`src/rtl/mon_pkg.sv`:
```
package mon_pkg;
  typedef enum logic [2:0] {
    HS_RST, HS_SEC, HS_BRK, HS_RDY, HS_USER
  } hs_state_t;

  localparam logic [7:0] ERASED_BYTE = 8'hFF;

  function automatic logic vec_is_blank(input logic [7:0] hi, input logic [7:0] lo);
    return (hi == ERASED_BYTE) && (lo == ERASED_BYTE);
  endfunction

  function automatic logic pick_monitor(input logic blank, input logic hv, input logic cfg);
    return blank || (hv && cfg);
  endfunction

  function automatic logic [7:0] remap_page(input logic en, input logic fetch,
                                            input logic [7:0] hi,
                                            input logic [7:0] top_pg,
                                            input logic [7:0] alt_pg);
    return (en && fetch && hi == top_pg) ? alt_pg : hi;
  endfunction
endpackage

```
`src/rtl/mon_mode_latch.sv`:
```
module mon_mode_latch
  import mon_pkg::*;
(
  input  logic       clk,
  input  logic       rst_n,
  input  logic       hv_irq_i,
  input  logic       hv_rst_i,
  input  logic       pin_cfg_ok_i,
  input  logic       div_sel_i,
  input  logic [7:0] vec_hi_i,
  input  logic [7:0] vec_lo_i,
  input  logic       wdt_en_i,
  output logic       monitor_o,
  output logic       div_sel_o,
  output logic       wdt_run_o
);
  logic smp_hv, smp_cfg, smp_div, smp_blank;

  // Sampling registers track the pins only while reset is low; they freeze on release.
  always_ff @(posedge clk) begin
    if (!rst_n) begin
      smp_hv    <= hv_irq_i;
      smp_cfg   <= pin_cfg_ok_i;
      smp_div   <= div_sel_i;
      smp_blank <= vec_is_blank(vec_hi_i, vec_lo_i);
    end
  end

  logic hv_entry, blank_entry, wdt_inhibit;
  assign hv_entry    = smp_hv && smp_cfg;
  assign blank_entry = smp_blank;
  assign monitor_o   = pick_monitor(smp_blank, smp_hv, smp_cfg);
  assign div_sel_o   = hv_entry && smp_div;
  assign wdt_inhibit = monitor_o && (blank_entry || hv_irq_i || hv_rst_i);
  assign wdt_run_o   = wdt_en_i && !wdt_inhibit;

  a_r1_mode_held: assert property (@(posedge clk) disable iff (!rst_n)
    $past(rst_n) |-> $stable(monitor_o) && $stable(div_sel_o));
  a_r3_blank_wdt_off: assert property (@(posedge clk) disable iff (!rst_n)
    blank_entry |-> !wdt_run_o);
  a_r5_div_only_hv: assert property (@(posedge clk) disable iff (!rst_n)
    div_sel_o |-> monitor_o && !blank_entry || div_sel_o && hv_entry);
endmodule

```
`src/rtl/mon_handshake_seq.sv`:
```
module mon_handshake_seq
  import mon_pkg::*;
#(
  parameter int SEC_BYTES = 8,
  parameter int BRK_BITS  = 10
)(
  input  logic clk,
  input  logic rst_n,
  input  logic monitor_i,
  input  logic rx_valid_i,
  input  logic bit_tick_i,
  output logic tx_o,
  output logic cmd_ready_o
);
  localparam int MAXC = (SEC_BYTES > BRK_BITS) ? SEC_BYTES : BRK_BITS;
  localparam int CW   = $clog2(MAXC + 1);

  hs_state_t    state;
  logic [CW-1:0] cnt;
  logic sec_done, brk_done;

  assign sec_done = (state == HS_SEC) && rx_valid_i && (cnt == CW'(SEC_BYTES - 1));
  assign brk_done = (state == HS_BRK) && bit_tick_i && (cnt == CW'(BRK_BITS - 1));

  always_ff @(posedge clk or negedge rst_n) begin
    if (!rst_n) begin
      state <= HS_RST;
      cnt   <= '0;
    end else begin
      unique case (state)
        HS_RST: begin
          state <= monitor_i ? HS_SEC : HS_USER;
          cnt   <= '0;
        end
        HS_SEC: if (rx_valid_i) begin
          if (sec_done) begin state <= HS_BRK; cnt <= '0; end
          else cnt <= cnt + 1'b1;
        end
        HS_BRK: if (bit_tick_i) begin
          if (brk_done) begin state <= HS_RDY; cnt <= '0; end
          else cnt <= cnt + 1'b1;
        end
        default: ;
      endcase
    end
  end

  assign tx_o        = (state != HS_BRK);
  assign cmd_ready_o = (state == HS_RDY);

  a_r7_break_after_byte: assert property (@(posedge clk) disable iff (!rst_n)
    $fell(tx_o) |-> $past(rx_valid_i) && monitor_i);
  a_r7_ready_after_tick: assert property (@(posedge clk) disable iff (!rst_n)
    $rose(cmd_ready_o) |-> $past(bit_tick_i) && $past(!tx_o));
  a_r10_user_quiet: assert property (@(posedge clk) disable iff (!rst_n)
    !monitor_i |-> tx_o && !cmd_ready_o);
  a_r7_ready_sticky: assert property (@(posedge clk) disable iff (!rst_n)
    cmd_ready_o |=> cmd_ready_o);
endmodule

```
`src/rtl/mon_vec_remap.sv`:
```
module mon_vec_remap
  import mon_pkg::*;
#(
  parameter logic [7:0] TOP_PAGE = 8'hFF,
  parameter logic [7:0] ALT_PAGE = 8'hFE
)(
  input  logic       clk,
  input  logic       rst_n,
  input  logic       monitor_i,
  input  logic       vec_fetch_i,
  input  logic [7:0] addr_hi_i,
  output logic       remap_o,
  output logic [7:0] addr_hi_o
);
  assign remap_o   = monitor_i;
  assign addr_hi_o = remap_page(monitor_i, vec_fetch_i, addr_hi_i, TOP_PAGE, ALT_PAGE);

  a_r8_redirect: assert property (@(posedge clk) disable iff (!rst_n)
    monitor_i && vec_fetch_i && addr_hi_i == TOP_PAGE |-> addr_hi_o == ALT_PAGE);
  a_r8_passthru: assert property (@(posedge clk) disable iff (!rst_n)
    !monitor_i |-> addr_hi_o == addr_hi_i);
endmodule

```
`src/rtl/monitor_entry_ctrl.sv`:
```
module monitor_entry_ctrl #(
  parameter int         SEC_BYTES = 8,
  parameter int         BRK_BITS  = 10,
  parameter logic [7:0] TOP_PAGE  = 8'hFF,
  parameter logic [7:0] ALT_PAGE  = 8'hFE
)(
  input  logic       clk,
  input  logic       rst_n,
  input  logic       hv_irq_i,
  input  logic       hv_rst_i,
  input  logic       pin_cfg_ok_i,
  input  logic       div_sel_i,
  input  logic [7:0] vec_hi_i,
  input  logic [7:0] vec_lo_i,
  input  logic       wdt_en_i,
  input  logic       rx_valid_i,
  input  logic       bit_tick_i,
  input  logic       vec_fetch_i,
  input  logic [7:0] addr_hi_i,
  output logic       monitor_o,
  output logic       wdt_run_o,
  output logic       div_sel_o,
  output logic       tx_o,
  output logic       cmd_ready_o,
  output logic       remap_o,
  output logic [7:0] addr_hi_o
);
  logic monitor;

  mon_mode_latch u_latch (
    .clk(clk), .rst_n(rst_n), .hv_irq_i(hv_irq_i), .hv_rst_i(hv_rst_i),
    .pin_cfg_ok_i(pin_cfg_ok_i), .div_sel_i(div_sel_i),
    .vec_hi_i(vec_hi_i), .vec_lo_i(vec_lo_i), .wdt_en_i(wdt_en_i),
    .monitor_o(monitor), .div_sel_o(div_sel_o), .wdt_run_o(wdt_run_o)
  );

  mon_handshake_seq #(.SEC_BYTES(SEC_BYTES), .BRK_BITS(BRK_BITS)) u_seq (
    .clk(clk), .rst_n(rst_n), .monitor_i(monitor), .rx_valid_i(rx_valid_i),
    .bit_tick_i(bit_tick_i), .tx_o(tx_o), .cmd_ready_o(cmd_ready_o)
  );

  mon_vec_remap #(.TOP_PAGE(TOP_PAGE), .ALT_PAGE(ALT_PAGE)) u_remap (
    .clk(clk), .rst_n(rst_n), .monitor_i(monitor), .vec_fetch_i(vec_fetch_i),
    .addr_hi_i(addr_hi_i), .remap_o(remap_o), .addr_hi_o(addr_hi_o)
  );

  assign monitor_o = monitor;
endmodule

```
`config.mk`:
```
export PLATFORM = sky130hd
export DESIGN_NAME = monitor_entry_ctrl
export DESIGN_NICKNAME = d
export VERILOG_FILES = /design/src/rtl/mon_pkg.sv /design/src/rtl/mon_mode_latch.sv /design/src/rtl/mon_handshake_seq.sv /design/src/rtl/mon_vec_remap.sv /design/src/rtl/monitor_entry_ctrl.sv
export SDC_FILE = /design/constraint.sdc
export NUM_CORES = 1
export LEC_CHECK = 0
export ABC_CLOCK_PERIOD_IN_PS = 1600
export CAP_MARGIN = 40
export CORE_MARGIN = 3
export CORE_UTILIZATION = 32
export DETAILED_ROUTE_END_ITERATION = 10
export MAX_ROUTING_LAYER = met4
export PLACE_DENSITY = 0.83
export REMOVE_ABC_BUFFERS = 1
export SLEW_MARGIN = 30
export SYNTH_ARGS = -nofsm -noshare
export SYNTH_HDL_FRONTEND = slang
export SYNTH_HIERARCHICAL = 1
export SYNTH_SLANG_ARGS = --single-unit
```
`constraint.sdc`:
```
create_clock -name clk -period 1.6 [get_ports clk]
set_clock_uncertainty 0.15 [all_clocks]
set_input_delay 0.32 -clock clk [delete_from_list [all_inputs] [get_ports clk]]
set_output_delay 0.32 -clock clk [all_outputs]
set_load 0.05 [all_outputs]
```
==> key figures, run 1 <==
Drt
  – Remaining DRCs: 0
  – Pre-antenna DRT Iters: 4
  – Vias: 962
  – First DRT Iteration DRCs: 28
  – Wirelength, routed: around 4000 um
  – Routed WL per cell: 22.3 um
  – ANT nets after route: 0
  – Vias per inst: around 5.3

Critical path
  – Worst Setup EP: addr_hi_o[0]
  – Slowest CP cell: clkdlybuf4s50_1
  – CP peak stage delay: 0.52 ns
  – Worst R2R Path Depth: 5
  – Worst setup SP type: input port
  – Worst reg2reg startpoint: u_seq/state[1]
  – CP Cell Sequence: clkdlybuf4s50_1 -> nand3_2 -> o31a_1 -> buf_6
  – R2r setup slk: -0.18 ns
  – Crit Path Max Fanout: 2
  – R2r endpoint: u_seq/cnt[3]
  – Worst EP required: 1.13 ns
  – CP Data Arrival Time: 1.36 ns
  – CP endpoint kind: output port
  – Crit path from: addr_hi_i[2]
  – CP Class: in2out

Clock network
  – Sinks on Clock Net: 11
  – CTS tree: done
  – Hold Buf Count CTS: 0
  – H-Tree Depth: 1
  – Worst-skew pair later-pin latency: 0.28 ns
  – CTS Buffer Depth: 2
  – Clock Pin Slew Worst Setup and Hold Paths: about 0.09 ns
  – Root Driver: clkbuf_4
  – Num CTS Buffers: 3

Power and ir drop
  – Worst ir drop on vdd: around 0.76 mV
  – Clock power frac: about an eighth
  – Combinational share of power: 62.0%
  – Leakage power: between 0.8 and 0.9 nW
  – Internal Power: just under 0.001 W
  – Sw Ratio: between 30% and 40%
  – Seq pwr share: 25.7%
  – Switching power: approximately 0.00064 W
  – PwrDens: 925 nW/um2

Outcome
  – Status: complete, but fails checks
  – Failing checks: negative setup slack

Layout
  – Fillers: ~110
  – Layout area overhead: 137%
  – Layout Cells excl Fill: 180
  – Share of cells above drive strength 1: approximately 56%
  – Post-route cell area: around 1800 um2
  – Nets: 190
  – Antenna diodes: 0

Placement
  – Final GP Congestion: between 0.7 and 0.8
  – Area post-placement: around 1500 um2
  – Post-DP HPWL: 2310 um
  – Placed cells: 160
  – Setup WS pre-CTS: -0.341 ns
  – Port bufs: 47

Timing
  – Final worst slack: -0.228 ns
  – Final Cycle Share: 114%
  – Final Hold Vio Count: 0
  – RSZ-0062 raised after global routing: yes
  – Final setup fails: 12
  – Final Max Tran Viols: 0
  – Fin crit period: roughly 1.8 ns
  – Fmax: 0.547 GHz
  – Relative slew slack: between 70% and 80%
  – Actual slew at the worst max-slew pin: ~0.32 ns

GRT
  – Total track usage: 28.5%
  – GR Overflow Total: 0
  – Pin count of the biggest net entering global routing: 8
  – Vias in the first global route: about 1100
  – First-pass GRT wire length: ~5500 um
  – Initial antenna violation count: 0

Logic synthesis
  – Post-synthesis sequential area ratio: just under 40%
  – Synthesized area per cell: 10.3 um2
  – Yosys warns: 6
  – Cell variety after synth: 37
  – Synth Cell Area: 743 um2
  – Synth Instances: 72
  – Seq cells post-synth: 11

Die
  – Full die area: between 2000 and 3000 um2
  – Die Wd: 54.2 um
  – Row cnt: 16
  – Chip Height: about 54 um
  – Core box area: about 2100 um2
  – Starting Density: ~36%
  – IO Count: 48

Min path
  – Type of the most critical hold path: in2async

Run
  – Max Cap Violations: 0
flip-flops by register name, indices dropped and copies added, names as in the netlist:
register	cells
u_seq/state	3
u_latch/blank_entry	1
u_seq/cnt	4
u_latch/smp_cfg	1
u_latch/smp_div	1
u_latch/smp_hv	1
through the flow:
step                power, W  hold WS, ns  utilization, %  TNS, ns
detailed placement   0.00111        0.428            72.0    -1.93
global route         0.00168        0.212            84.6    -1.95
CTS                  0.00153        0.206            81.0    -1.03
floorplan           0.000674       -0.126               -   -0.825
finish               0.00163        0.201            84.6    -1.41
global placement     0.00107        0.411            72.0    -1.54
synth_stat cells:
cell type | count | area share (%)
nor2b_4 | 2 | 3.7
and2_1 | 1 | 0.84
or2_0 | 1 | 0.84
buf_4 | 1 | 1.0
nand4_1 | 5 | 4.2
ha_1 | 2 | 3.4
buf_6 | 2 | 3.0
edfxtp_1 | 4 | 16
o31ai_1 | 1 | 1.0
nor2_4 | 1 | 1.5
nand2b_1 | 3 | 2.5
a22oi_2 | 1 | 1.7
o21ai_0 | 1 | 0.67
nor4_2 | 1 | 1.7
o31a_1 | 1 | 1.2
a21o_2 | 1 | 1.2
o211ai_1 | 2 | 2.0
clkbuf_1 | 7 | 3.5
o41ai_1 | 1 | 1.2
nand3b_1 | 1 | 1.0
dfrtp_1 | 7 | 24
nand2_1 | 5 | 2.5
a221o_2 | 1 | 1.5
nor2_2 | 1 | 0.84
nor4_1 | 2 | 1.7
and3_2 | 1 | 1.0
a22o_2 | 1 | 1.3
a22oi_4 | 1 | 2.9
a41o_2 | 1 | 1.5
inv_1 | 3 | 1.5
and3b_1 | 1 | 1.2
nand4b_1 | 2 | 2.4
and3_1 | 1 | 0.84
a21o_1 | 2 | 2.0
or4_1 | 1 | 1.0
nand3_1 | 2 | 1.3
nor2_1 | 1 | 0.50
power by group through the flow:
stage               registers, W  clock network (W)  logic (W)
floorplan               0.000443                  0   0.000231
global placement        0.000426                  0   0.000639
CTS                     0.000405           0.000191   0.000936
global route            0.000422           0.000212    0.00104
detailed placement      0.000436                  0   0.000669
finish                  0.000419           0.000200    0.00101
logic make-up after synthesis:
family / after synthesis / share of synthesized area [%]
and+or+nand+nor: 32 / 29.6
AOI/OAI and AO/OA: 14 / 18.2
adders and majority gates: 2 / 3.37
buffers and inverters: 13 / 9.09
DFF: 11 / 39.7
worst max-delay path, delay by kind of cell:
| family | cells | cell delay (ns) |
|---|---|---|
| buffers and inverters | 2 | 0.68 |
| AOI/OAI and AO/OA | 1 | 0.26 |
| and+or+nand+nor | 1 | 0.10 |
layout make-up:
cell class              count  area (um2)  share of cell area [%]
inverters                   3        11.3                   0.639
well taps                  27        33.8                    1.92
repair buffers             87         940                    53.3
flip-flops and latches     11         299                    17.0
clock buffers               4        26.3                    1.49
multi-input cells          48         452                    25.6
routing by layer:
metal	vias up	share of wire (%)	wire [um]	global-route usage [%]
met5	-	0	0	-
met4	0	4.7	187	16.6
met2	40	56	2260	52.2
met1	478	35	1390	26.4
met3	17	4.5	180	6.93
li1	427	-	-	-
repair_timing:
action                                  in CTS  in global routing
buffers inserted                            13                  4
pin swaps                                   17                 13
endpoints found under the setup margin      10                 13
gates resized for setup                     24                 16
endpoints found under the hold margin        0                  0
layout by cell type (no fill, tap or decap), types with 2 or more instances in the layout:
cell type and count:
nand4b_1 2, nand2b_1 2, o211ai_1 2, and3_4 2, buf_12 13, buf_6 9
nor2b_4 2, edfxtp_1 4, dlygate4sd2_1 4, clkdlybuf4s50_1 24, ha_2 2, dfrtp_2 3
nor2_4 2, nand2_1 4, a21o_1 2, clkbuf_4 3, inv_1 2, nand4_1 5
buf_4 32, dlymetal6s2s_1 5, dfrtp_1 4
how the worst min path moves through the flow:
stage | start | to | slack [ns] | depth (start not counted)
3_3_place_gp | u_seq/cnt[3] | u_seq/cnt[3] | 0.41 | 2
2_1_floorplan | rst_n | u_seq/cnt[0] | -0.13 | 0
4_1_cts | rst_n | u_seq/state[1] | 0.21 | 2
5_1_grt | rst_n | u_seq/state[1] | 0.21 | 2
6_report | rst_n | u_seq/cnt[0] | 0.20 | 2
3_5_place_dp | u_seq/cnt[3] | u_seq/cnt[3] | 0.43 | 2
Note: power is estimated with default switching activity, not from simulation.
==> run 2, diff against run 1 <==
- ABC_CLOCK_PERIOD_IN_PS: 1600 -> 2300
- CORE_UTILIZATION: 32 -> 38
- PLACE_DENSITY: 0.83 -> 0.92
- clock period: 1.6 -> 2.3 ns (I/O delays scaled with it)
==> key figures, run 2 (same netlist as run 1, synthesis figures left out) <==
Power and ir drop
  – Leakage power: 0.551 nW (-33%)
  – PwrDens: 599 nW/um2 (-35%)
  – Worst ir drop on vdd: 0.353 mV (-53%)

Layout
  – Commonest cells after routing, fill and taps aside: 34 x clkdlybuf4s50_1, 8 x buf_12, 7 x dfrtp_1
  – Layout area overhead: 73.7%
  – Most frequent standard cell in the layout excluding fill and tap cells: clkdlybuf4s50_1
  – Antenna diodes: 0 (unchanged)
  – Fillers: 122 (+15%)
  – Largest register FFs: 4 (unchanged)
  – Share of cells above drive strength 1: 26.3% (-30 points)
  – Most flops, register: u_seq/cnt
  – Nets: 151 (-21%)
  – Biggest regs: u_seq/cnt (4), u_seq/state (3)

Die
  – Row cnt: 15 (-1)
  – Chip Height: 50.2 um (-7.3%)
  – Full die area: 2520 um2 (-14%)
  – Die Wd: 50.2 um (-7.3%)
  – IO Count: 48 (unchanged)
  – Core box area: 1780 um2 (-14%)
  – Starting Density: 41.7% (+6.0 points)

Drt
  – Length of routed wiring on met1: 745 um (-46%)
  – Max Used Layer: met4
  – Routed WL per cell: 16.3 um (-27%)
  – First DRT Iteration DRCs: 14 (-50%)
  – Pre-antenna DRT Iters: 4 (unchanged)
  – Met3 wire length: 65 um (-64%)
  – Vias per inst: 5.12 (-4.3%)
  – Wirelength, routed: 2270 um (-43%)
  – Remaining DRCs: 0 (unchanged)
  – Vias: 711 (-26%)
  – ANT nets after route: 0 (unchanged)
  – Metal2 WL: 1410 um (-37%)

Timing
  – Fmax: 0.447 GHz
  – Final Max Tran Viols: 0 (unchanged)
  – Relative slew slack: 65.9% (-13 points)
  – Final setup fails: 0 (-12)
  – Fin crit period: approximately 2.2 ns
  – Setup TNS: 0 ns (+1.41 ns)
  – Actual slew at the worst max-slew pin: 0.511 ns (+0.195 ns)
  – Worst hold slack: 0.332 ns (+0.131 ns)
  – Final Hold Vio Count: 0 (unchanged)
  – RSZ-0062 raised after global routing: no
  – Final Cycle Share: between 90% and 100%

Clock network
  – Worst-skew pair later-pin latency: 0.27 ns (about the same)
  – CTS tree: done
  – Sinks on Clock Net: 11 (unchanged)
  – Hold Buf Count CTS: 0 (unchanged)
  – Clock Pin Slew Worst Setup and Hold Paths: 0.07 ns (-0.02 ns)
  – Num CTS Buffers: 3 (unchanged)
  – Root Driver: clkbuf_4
  – H-Tree Depth: 1 (unchanged)
  – Post-CTS Resized: 0 (-100%)
  – Post-CTS Setup Bufs: 0 (-13)
  – CTS Buffer Depth: 2 (unchanged)

Critical path
  – Worst EP required: 1.69 ns (+0.56 ns)
  – CP Class: in2out
  – CP Data Arrival Time: 1.63 ns (+0.27 ns)
  – Crit Path Max Fanout: 2 (unchanged)
  – CP endpoint kind: output port
  – Worst setup SP type: input port

GRT
  – GR Overflow Total: 0 (unchanged)
  – Vias in the first global route: 739 (-31%)
  – Pin count of the biggest net entering global routing: 11 (+3)
  – Total track usage: 19.9% (-8.6 points)
  – Initial antenna violation count: 0 (unchanged)
  – First-pass GRT wire length: 3560 um (-35%)

Placement
  – Port bufs: 47 (unchanged)
  – Final GP Congestion: 0.881 (+14%)

Min path
  – Type of the most critical hold path: in2async

Run
  – Max Cap Violations: 0 (unchanged)

Outcome
  – Status: completed
==> run 2: cell types whose count changed in the layout (fill, tap and decap cells not counted), sizes merged <==
cell and change:
buf -40, clkdlybuf4s50 +10, dlymetal6s2s -5, dlygate4sd2 -4, clkbuf -1, clkinv +1
==> run 2: area by class of cell <==
cell class	instances	area, um2	share of cell area (%)
timing repair buffer	48	546	42.2
clock buffer	3	22.5	1.74
clock inverter	1	5.00	0.388
inverter	3	11.3	0.872
tap	25	31.3	2.42
sequential	11	295	22.9
multi-input combinational	48	380	29.5
==> run 2: path summary, 6_finish.rpt <==
kind	slack, ns	cells after the start	startpoint	endpoint
setup / recovery	0.06	4	addr_hi_i[1]	addr_hi_o[0]
hold reg to reg	0.43	2	u_seq/cnt[1]	u_seq/cnt[1]
setup reg to reg	0.51	5	u_seq/cnt[0]	u_seq/cnt[3]
max in group asynchronous	1.54	2	rst_n	u_seq/state[2]
hold / removal	0.33	2	rst_n	u_seq/cnt[3]
min in group clk	0.43	2	u_seq/cnt[1]	u_seq/cnt[1]
==> run 2: power by group <==
part / switching [W] / leakage, nW / internal (W)
sequential: 0.0000802 / 0.117 / 0.000242
clock: 0.0000687 / 0.0177 / 0.0000645
combinational: 0.000143 / 0.416 / 0.000175
total: 0.000292 / 0.551 / 0.000481
==> run 2: metrics by stage <==
stage | cell area [um2] | std cells | util, % | setup WS, ns | power [W]
global placement | 1260 | 135 | 70.9 | 0.127 | 0.000622
global route | 1290 | 139 | 72.4 | 0.0113 | 0.000823
CTS | 1290 | 139 | 72.4 | 0.0552 | 0.000777
finish | 1290 | 139 | 72.4 | 0.0617 | 0.000773
floorplan | 687 | 62 | - | 0.0287 | 0.000469
detailed placement | 1260 | 135 | 70.9 | 0.0581 | 0.000642
==> run 2: critical path, stage by stage <==
cell	delay [ns]
clkdlybuf4s50_1	0.54
nand4_1	0.14
o31a_1	0.30
buf_4	0.19
==> run 2: layer usage <==
metal  up-vias  track usage, %
li1        352               -
met5         -               -
met4         0            5.99
met1       339            16.8
met2        13            40.2
met3         7            6.23
==> run 3, diff against run 2 <==
- CAP_MARGIN: 40 -> 20
- CORE_ASPECT_RATIO: default -> 1.5
- CORE_MARGIN: 3 -> 1.5
==> key figures, run 3 (same netlist as run 1, synthesis figures left out) <==
Critical path
  – Worst EP required: 1.69 ns (about the same)
  – Crit path from: u_latch/smp_hv
  – Worst reg2reg startpoint: u_seq/cnt[0]
  – CP Class: reg2out
  – R2r setup slk: 0.52 ns (about the same)
  – CP endpoint kind: output port
  – Crit Path Max Fanout: 3 (+1)
  – Worst R2R Path Depth: 5 (unchanged)
  – CP Data Arrival Time: 1.58 ns (-0.05 ns)
  – Worst setup SP type: flip-flop
  – R2r endpoint: u_seq/cnt[3]
  – Worst Setup EP: div_sel_o

Layout
  – Biggest regs: u_seq/cnt (4), u_seq/state (3)
  – Nets: 155 (+2.6%)
  – Commonest cells after routing, fill and taps aside: 34 x clkdlybuf4s50_1, 10 x buf_4, 8 x buf_12
  – Fillers: 126 (+3.3%)
  – Largest register FFs: 4 (unchanged)
  – Share of cells above drive strength 1: 28.0% (+1.7 points)
  – Most frequent standard cell in the layout excluding fill and tap cells: clkdlybuf4s50_1
  – Layout area overhead: 76.9%
  – Antenna diodes: 0 (unchanged)
  – Most flops, register: u_seq/cnt

Clock network
  – CTS tree: done
  – Post-CTS Setup Bufs: 0 (unchanged)
  – Sinks on Clock Net: 11 (unchanged)
  – Clock Pin Slew Worst Setup and Hold Paths: 0.07 ns (about the same)
  – Root Driver: clkbuf_4
  – Hold Buf Count CTS: 0 (unchanged)
  – H-Tree Depth: 1 (unchanged)
  – Worst-skew pair later-pin latency: 0.26 ns (about the same)
  – Num CTS Buffers: 3 (unchanged)
  – Post-CTS Resized: 0 (unchanged)
  – CTS Buffer Depth: 2 (unchanged)

Die
  – IO Count: 48 (unchanged)
  – Starting Density: 40.6% (-1.1 points)
  – Die Wd: 39.1 um (-22%)
  – Row cnt: 19 (+4)
  – Chip Height: 57.2 um (+14%)
  – Core box area: 1830 um2 (+2.7%)
  – Full die area: 2240 um2 (-11%)

Power and ir drop
  – Leakage power: 0.568 nW (+3.0%)
  – Switching power: 0.000280 W (-4.0%)
  – Sw Ratio: 36.5% (-1.3 points)
  – Clock power frac: 16.8% (-0.4 points)
  – Combinational share of power: 41.5% (+0.4 points)
  – Worst ir drop on vdd: 0.356 mV (+0.87%)
  – PwrDens: 585 nW/um2 (-2.4%)
  – Seq pwr share: 41.7% (about the same)
  – Internal Power: 0.000488 W (+1.5%)

Drt
  – Met3 wire length: 226 um (+250%)
  – Vias per inst: 5.51 (+7.7%)
  – Remaining DRCs: 0 (unchanged)
  – Vias: 766 (+7.7%)
  – First DRT Iteration DRCs: 13 (-1)
  – ANT nets after route: 0 (unchanged)
  – Wirelength, routed: 1880 um (-17%)
  – Max Used Layer: met4
  – Pre-antenna DRT Iters: 4 (unchanged)
  – Metal2 WL: 1070 um (-24%)
  – Routed WL per cell: 13.5 um (-17%)
  – Length of routed wiring on met1: 562 um (-25%)

Timing
  – Setup TNS: 0 ns (unchanged)
  – RSZ-0062 raised after global routing: no
  – Actual slew at the worst max-slew pin: 0.498 ns (-0.0126 ns)
  – Final setup fails: 0 (unchanged)
  – Relative slew slack: 66.7% (+0.85 points)
  – Final worst slack: 0.113 ns (+0.0511 ns)
  – Final Cycle Share: 95.1% (-2.2 points)
  – Fin crit period: 2.19 ns (-0.0511 ns)
  – Final Max Tran Viols: 0 (unchanged)
  – Fmax: 0.457 GHz (+2.3%)
  – Final Hold Vio Count: 0 (unchanged)

Placement
  – Post-DP HPWL: ~1600 um
  – Setup WS pre-CTS: 0.156 ns (+0.0982 ns)
  – Port bufs: 47 (unchanged)
  – Final GP Congestion: 0.822 (-6.8%)

GRT
  – First-pass GRT wire length: 2850 um (-20%)
  – Vias in the first global route: 707 (-4.3%)
  – Initial antenna violation count: 0 (unchanged)
  – Pin count of the biggest net entering global routing: 11 (unchanged)
  – GR Overflow Total: 0 (unchanged)
  – Total track usage: 18.9% (-1.0 points)

Run
  – Max Cap Violations: 0 (unchanged)

Min path
  – Type of the most critical hold path: in2async

Outcome
  – Status: completed
[run 3: layer usage]
layer	global-route usage, %	vias up
met3	4.28	2
met5	-	-
li1	-	359
met1	16.0	350
met2	34.8	55
met4	10.3	0
[run 3: metrics by stage]
step	area, um2	hold WS (ns)	utilization [%]	cells	total power [W]
after global routing	1320	0.387	71.8	139	0.000813
after detailed placement	1290	0.396	70.4	135	0.000641
after CTS	1320	0.384	71.8	139	0.000773
final	1320	0.383	71.8	139	0.000769
after global placement	1290	0.363	70.4	135	0.000629
after floorplan	687	0.0144	-	62	0.000469
[run 3: worst min-delay path by stage]
stage,endpoint
6_report,u_seq/cnt[2]
5_1_grt,u_seq/cnt[2]
4_1_cts,u_seq/state[1]
3_5_place_dp,u_seq/cnt[1]
3_3_place_gp,u_seq/cnt[1]
2_1_floorplan,u_seq/cnt[0]
[run 3: final cells by class]
| cell class | instances | area [um2] | share of cell area (%) |
|---|---|---|---|
| repair buffers | 52 | 576 | 43.8 |
| multi-input cells | 48 | 380 | 28.9 |
| flip-flops and latches | 11 | 295 | 22.5 |
| clock buffers | 4 | 26.3 | 2.00 |
| well taps | 21 | 26.3 | 2.00 |
| inverters | 3 | 11.3 | 0.856 |
[run 3: power groups by stage]
stage	logic (W)	clock network (W)	registers, W
after floorplan	0.000161	0	0.000308
after global placement	0.000309	0	0.000320
after detailed placement	0.000319	0	0.000323
after CTS	0.000320	0.000134	0.000318
after global routing	0.000341	0.000143	0.000328
final	0.000319	0.000129	0.000321
[run 3: worst max-delay path, stage by stage, from the launching register on]
cell and delay, ns:
edfxtp_1 0.36, and3_1 0.15, clkdlybuf4s50_1 0.80
